`src/rtl/srg_pkg.sv`:
```
package srg_pkg;
    localparam int unsigned DEF_DIV_W = 8;
    localparam int unsigned DEF_PER_W = 12;
    localparam int unsigned DEF_WID_W = 8;
endpackage

```
`src/rtl/srg_clkdiv.sv`:
```
module srg_clkdiv #(
    parameter int unsigned DIV_W = srg_pkg::DEF_DIV_W
) (
    input  logic             clk,
    input  logic             rst_n,
    input  logic             gen_en,
    input  logic [DIV_W-1:0] clk_div,
    output logic             bit_clk,
    output logic             rise_nxt,
    output logic             sw_mode
);
    localparam int unsigned HW = DIV_W + 1;

    typedef struct packed {
        logic [DIV_W-1:0] cnt;
        logic             clk;
        logic             run;
        logic             swm;
    } div_st_t;

    div_st_t          st_d, st_q;
    logic [DIV_W-1:0] div_eff;
    logic [HW-1:0]    hi_len;
    logic             wrap;

    always_comb begin
        div_eff = (clk_div == '0) ? DIV_W'(1) : clk_div;
        hi_len  = ({1'b0, div_eff} + HW'(2)) >> 1;
        wrap    = !st_q.run || (st_q.cnt >= div_eff);
        st_d    = st_q;
        if (gen_en) begin
            st_d.swm = 1'b1;
            st_d.run = 1'b1;
            st_d.cnt = wrap ? '0 : st_q.cnt + 1'b1;
            st_d.clk = ({1'b0, st_d.cnt} < hi_len);
        end else begin
            st_d.run = 1'b0;
            st_d.cnt = '0;
            st_d.clk = st_q.swm ? 1'b0 : ~st_q.clk;
        end
        rise_nxt = gen_en && (st_d.cnt == '0);
    end

    always_ff @(posedge clk or negedge rst_n) begin
        if (!rst_n) st_q <= '0;
        else        st_q <= st_d;
    end

    assign bit_clk = st_q.clk;
    assign sw_mode = st_q.swm;
endmodule

```
`src/rtl/srg_framer.sv`:
```
module srg_framer #(
    parameter int unsigned PER_W = srg_pkg::DEF_PER_W,
    parameter int unsigned WID_W = srg_pkg::DEF_WID_W
) (
    input  logic             clk,
    input  logic             rst_n,
    input  logic             enable,
    input  logic             tick,
    input  logic [PER_W-1:0] frm_period,
    input  logic [WID_W-1:0] frm_width,
    output logic             frm_sync
);
    typedef struct packed {
        logic [PER_W-1:0] fcnt;
        logic [WID_W-1:0] wcnt;
        logic             pulse;
        logic             run;
    } frm_st_t;

    frm_st_t st_d, st_q;

    always_comb begin
        st_d = st_q;
        if (!enable) begin
            st_d = '0;
        end else if (!st_q.run) begin
            st_d.run   = 1'b1;
            st_d.fcnt  = frm_period;
            st_d.pulse = 1'b0;
        end else if (tick) begin
            if (st_q.pulse) begin
                if (st_q.wcnt == '0) st_d.pulse = 1'b0;
                else                 st_d.wcnt  = st_q.wcnt - 1'b1;
            end
            // a new frame start overrides a pulse end on the same tick
            if (st_q.fcnt == '0) begin
                st_d.fcnt  = frm_period;
                st_d.wcnt  = frm_width;
                st_d.pulse = 1'b1;
            end else begin
                st_d.fcnt = st_q.fcnt - 1'b1;
            end
        end
    end

    always_ff @(posedge clk or negedge rst_n) begin
        if (!rst_n) st_q <= '0;
        else        st_q <= st_d;
    end

    assign frm_sync = st_q.pulse;
endmodule

```
`src/rtl/srg_fsync_top.sv`:
```
module srg_fsync_top #(
    parameter int unsigned DIV_W = srg_pkg::DEF_DIV_W,
    parameter int unsigned PER_W = srg_pkg::DEF_PER_W,
    parameter int unsigned WID_W = srg_pkg::DEF_WID_W
) (
    input  logic             clk,
    input  logic             rst_n,
    input  logic             gen_en,
    input  logic             frm_en,
    input  logic             tx_en,
    input  logic [DIV_W-1:0] clk_div,
    input  logic [PER_W-1:0] frm_period,
    input  logic [WID_W-1:0] frm_width,
    output logic             bit_clk,
    output logic             frm_sync,
    output logic             tx_ready,
    output logic             tx_active
);
    typedef struct packed {
        logic active;
        logic ready;
    } tx_st_t;

    tx_st_t tx_d, tx_q;
    logic   rise_nxt;
    logic   sw_mode;

    srg_clkdiv #(.DIV_W(DIV_W)) u_div (
        .clk      (clk),
        .rst_n    (rst_n),
        .gen_en   (gen_en),
        .clk_div  (clk_div),
        .bit_clk  (bit_clk),
        .rise_nxt (rise_nxt),
        .sw_mode  (sw_mode)
    );

    srg_framer #(.PER_W(PER_W), .WID_W(WID_W)) u_frm (
        .clk        (clk),
        .rst_n      (rst_n),
        .enable     (gen_en && frm_en),
        .tick       (rise_nxt),
        .frm_period (frm_period),
        .frm_width  (frm_width),
        .frm_sync   (frm_sync)
    );

    always_comb begin
        tx_d.active = tx_en;
        tx_d.ready  = tx_en && !tx_q.active;
    end

    always_ff @(posedge clk or negedge rst_n) begin
        if (!rst_n) tx_q <= '0;
        else        tx_q <= tx_d;
    end

    assign tx_ready  = tx_q.ready;
    assign tx_active = tx_q.active;
endmodule

```
`config.mk`:
```
export PLATFORM = sky130hd
export DESIGN_NAME = srg_fsync_top
export DESIGN_NICKNAME = d
export VERILOG_FILES = /design/src/rtl/srg_pkg.sv /design/src/rtl/srg_clkdiv.sv /design/src/rtl/srg_framer.sv /design/src/rtl/srg_fsync_top.sv
export SDC_FILE = /design/constraint.sdc
export NUM_CORES = 1
export LEC_CHECK = 0
export BUFFER_PORTS_ARGS = -buffer_cell sky130_fd_sc_hd__buf_4
export CAP_MARGIN = 20
export CORE_MARGIN = 4
export CORE_UTILIZATION = 61
export DETAILED_ROUTE_END_ITERATION = 7
export PLACE_DENSITY = 0.81
export SYNTH_ARGS = -nofsm -noshare
export SYNTH_HDL_FRONTEND = slang
export SYNTH_SLANG_ARGS = --single-unit
```
`constraint.sdc`:
```
create_clock -name clk -period 5.7 [get_ports clk]
set_clock_uncertainty 0.05 [all_clocks]
set_input_delay 0.285 -clock clk [delete_from_list [all_inputs] [get_ports clk]]
set_output_delay 0.285 -clock clk [all_outputs]
set_load 0.01 [all_outputs]
```
==> impl_metrics.yaml <==
run_status:
  outcome: "complete, no violations"
critical_path:
  startpoint_type: "register"
  critical_path.n_buffers_inverters: 0
  kind_of_cell_with_the_highest_combined_delay_on_the_critical_path: "compound AO/OA/AOI/OAI gates"
  worst_setup_path_end_kind: "register"
  setup_crit_path_kind: "register to register"
  worst_case_register_to_register_setup_slack_ns: 2.33
  cpMaxStageDelayCell: "sky130_fd_sc_hd__a221oi_1"
  crit_required_ns: 5.86
  critical_path.max_fanout: 8
  timing.critical_path.arrival_ns: 3.53
  worst_path_largest_cell_delay_ns: 0.62
  path_cells: "ha_1, and3_1, a221oi_1, nand2_1, nor2_1, ha_1, a21o_1, a21o_1, a211oi_1, a21oi_1, o22ai_1"
synth:
  ys_seq_elements: 35
  most_frequently_used_cell_type_in_the_post_synthesis_netlist: "sky130_fd_sc_hd__nand2_1"
  synth_edf_count: 0
  synth_top_area_cell: "sky130_fd_sc_hd__dfrtp_1"
  yosys_warnings: 0
  yosysUniqueCellTypes: 58
  synth.top_cells.by_count: "46 x sky130_fd_sc_hd__nand2_1, 35 x sky130_fd_sc_hd__dfrtp_1, 26 x sky130_fd_sc_hd__nor2_1"
  synth_ff_type: "sky130_fd_sc_hd__dfrtp_1"
  postSynth.asyncResetShare: 1.00
  synth.cell_area_um2: 2770
  largest_cells_by_area_after_synthesis: "sky130_fd_sc_hd__dfrtp_1 32%, sky130_fd_sc_hd__ha_1 9.5%, sky130_fd_sc_hd__nand2_1 6.2%, sky130_fd_sc_hd__xnor2_1 4.1%, sky130_fd_sc_hd__nand3_1 3.6%"
  postSynthNetCount: 382
  sequential_cell_area_fraction_in_the_yosys_report: 0.317
  synthCells: 328
  yosysTopAreaCellShare: 0.317
  synth_area_per_cell_um2: 8.43
grt:
  grt_start_max_net_pins: 36
  antenna_violations_before_repair: 0
  wire_length_of_the_first_global_routing_pass_um: 11100
  grt_use_total: 0.253
  grt_pass1_vias: 2403
  global_route.overflow_total: 0
power:
  power_density_nw_per_um2: 190
  vdd_drop_max_mv: 0.133
  leakagePower_nw: 1.50
die:
  core-area_um2: 4380
  pin_count: 37
  row_count: 24
  die_w_um: 75.3
  initial_core_util: 0.631
  die_area_um2: 5670
  fp.dieH_um: 75.3
route:
  routedWlPerCell_um: 16.2
  route.detailed.drc: 0
  ant_nets: 0
  routed_wirelength_um: 6700
  num_vias: 2595
  route.detailed.vias_per_inst: 6.28
  dr.pass1.iters: 5
  detailedRoute.firstIterationViolations: 196
placed_design:
  place.detailed.hpwl_um: 4910
  place.gp.congestion: 0.885
  port-buffer-count: 36
  numPlacedInstances: 404
sta:
  final-hold-violation-count: 0
  totalNegativeSetupSlack_ns: 0
  rsz0062_at_grt: "no"
  max_slew.worst_pin.slew_ns: 0.889
  clock.fmax_mhz: 297
  slew_headroom: 0.404
  final_period_minus_worst_setup_slack_ns: 3.37
  timing.final.crit_share: 0.591
  number_of_slew_limit_violations_in_the_final_report: 0
  setup_viol: 0
clock_network:
  cts_post_setup_buffers_inserted: 0
  worstSkewPairLatency_ns: 0.29
  ctsRootBufferMaster: "sky130_fd_sc_hd__clkbuf_8"
  cts.sinks: 35
  cts_tree: "built"
  clk_pin_slew_ns: 0.07
  cts_buffers: 5
  ctsLongestPathBuffers: 2
  h_tree_level_count: 2
layout:
  final_cells: 413
  final_net_count: 414
  drive_above_1_share: 0.147
  multi_input_comb_area_um2: 1760
  layout.area.seq_um2: 876
  syn2layout_area_growth_pct: 13.8
  fillers: 369
  number_of_diodes: 0
run:
  drv_cap: 0
min_path:
  worstHoldPathType: "input port to register"
## worst reg2reg max path: stages, from the launching register on
cell,delay (ns)
sky130_fd_sc_hd__dfrtp_1,0.44
sky130_fd_sc_hd__ha_1,0.34
sky130_fd_sc_hd__and3_1,0.20
sky130_fd_sc_hd__a221oi_1,0.62
sky130_fd_sc_hd__nand2_1,0.33
sky130_fd_sc_hd__nor2_1,0.21
sky130_fd_sc_hd__ha_1,0.27
sky130_fd_sc_hd__a21o_1,0.18
sky130_fd_sc_hd__a21o_1,0.17
sky130_fd_sc_hd__a211oi_1,0.24
sky130_fd_sc_hd__a21oi_1,0.10
sky130_fd_sc_hd__o22ai_1,0.16
## power breakdown
group	internal, mW	switching, mW
Sequential	0.256	0.0114
Combinational	0.0589	0.0807
Clock	0.0990	0.0931
Total	0.414	0.185
## flip-flops by register name, summed over array words and instances, names as in the netlist
name / cells
u_frm.frm_sync: 1
u_div.bit_clk: 1
tx_ready: 1
u_div.sw_mode: 1
tx_active: 1
u_frm.st_q: 21
u_div.st_q: 9
## layout make-up
cell class / count / area share
clock buffer: 7 / 0.0274
clock inverter: 1 / 0.00278
inverter: 20 / 0.0238
multi-input combinational: 261 / 0.558
sequential: 35 / 0.278
tap: 52 / 0.0207
timing repair buffer: 37 / 0.0890
## layer usage
layer,share of wire,vias to the layer above,global-route usage,routed length [µm]
met1,0.47,1222,0.363,3150
met4,0.012,0,0.0641,78
met3,0.072,9,0.0488,483
li1,-,1252,-,-
met2,0.45,112,0.394,2990
met5,0,-,0,0
## cells by family (layout without fill, tap and decap cells)
group	Yosys count	after routing	synth area share
AOI/OAI and AO/OA	66	66	0.180
and+or+nand+nor	143	143	0.256
buffers and inverters	32	65	0.0480
adders and majority gates	21	21	0.0950
muxes	11	11	0.0412
DFF	35	35	0.317
xor gates and xnor gates	20	20	0.0633
## worst paths after layout
check                                from              to  depth (start not counted)
max                        u_div.st_q[10]   u_div.bit_clk                         11
min                                 tx_en       tx_active                          1
max reg2reg                u_div.st_q[10]   u_div.bit_clk                         11
min reg2reg                     tx_active        tx_ready                          1
max in group asynchronous           rst_n   u_div.st_q[7]                          2
min in group asynchronous           rst_n  u_frm.st_q[13]                          2
## repair_timing
item / 4_1_cts / 5_1_grt
hold buffers: 1 / 0
resized for setup: 0 / 0
endpoints found under the hold margin: 35 / 0
## placed cells by master, fill, tap and decap left out, types with 2 or more instances in the layout
cell type / instances
sky130_fd_sc_hd__a21oi_1: 4
sky130_fd_sc_hd__ha_1: 21
sky130_fd_sc_hd__inv_1: 19
sky130_fd_sc_hd__mux2i_1: 8
sky130_fd_sc_hd__xor2_1: 7
sky130_fd_sc_hd__a21o_1: 6
sky130_fd_sc_hd__nand3_1: 20
sky130_fd_sc_hd__o211a_1: 2
sky130_fd_sc_hd__dfrtp_1: 35
sky130_fd_sc_hd__nor4_1: 3
sky130_fd_sc_hd__clkbuf_8: 6
sky130_fd_sc_hd__o2111ai_1: 2
sky130_fd_sc_hd__and3_1: 7
sky130_fd_sc_hd__o21ai_1: 2
sky130_fd_sc_hd__nor2b_1: 5
sky130_fd_sc_hd__a2111oi_0: 3
sky130_fd_sc_hd__nand2_1: 46
sky130_fd_sc_hd__and2_1: 3
sky130_fd_sc_hd__nor3_1: 10
sky130_fd_sc_hd__nand4_1: 4
sky130_fd_sc_hd__buf_4: 36
sky130_fd_sc_hd__mux2_2: 2
sky130_fd_sc_hd__a211o_1: 2
sky130_fd_sc_hd__or4_1: 3
sky130_fd_sc_hd__or2_2: 2
sky130_fd_sc_hd__o211ai_1: 11
sky130_fd_sc_hd__a311oi_1: 2
sky130_fd_sc_hd__nor2_1: 26
sky130_fd_sc_hd__o21ai_0: 11
sky130_fd_sc_hd__o22ai_1: 4
sky130_fd_sc_hd__or3_1: 3
sky130_fd_sc_hd__nand2b_1: 4
sky130_fd_sc_hd__a211oi_1: 3
sky130_fd_sc_hd__xnor2_1: 13
## through the flow
| stage | hold WS [ns] | utilization | area, µm² | total power [mW] | setup WS, ns |
|---|---|---|---|---|---|
| after global placement | 0.214 | 0.694 | 3040 | 0.406 | 2.41 |
| after global routing | 0.0465 | 0.718 | 3150 | 0.634 | 2.15 |
| after CTS | 0.0546 | 0.718 | 3150 | 0.600 | 2.39 |
| after detailed placement | 0.219 | 0.694 | 3040 | 0.409 | 2.25 |
| final | 0.0588 | 0.718 | 3150 | 0.599 | 2.33 |
| after floorplan | -0.0606 | - | 2770 | 0.361 | 2.73 |
No activity file was read; power rests on OpenSTA's default activity.
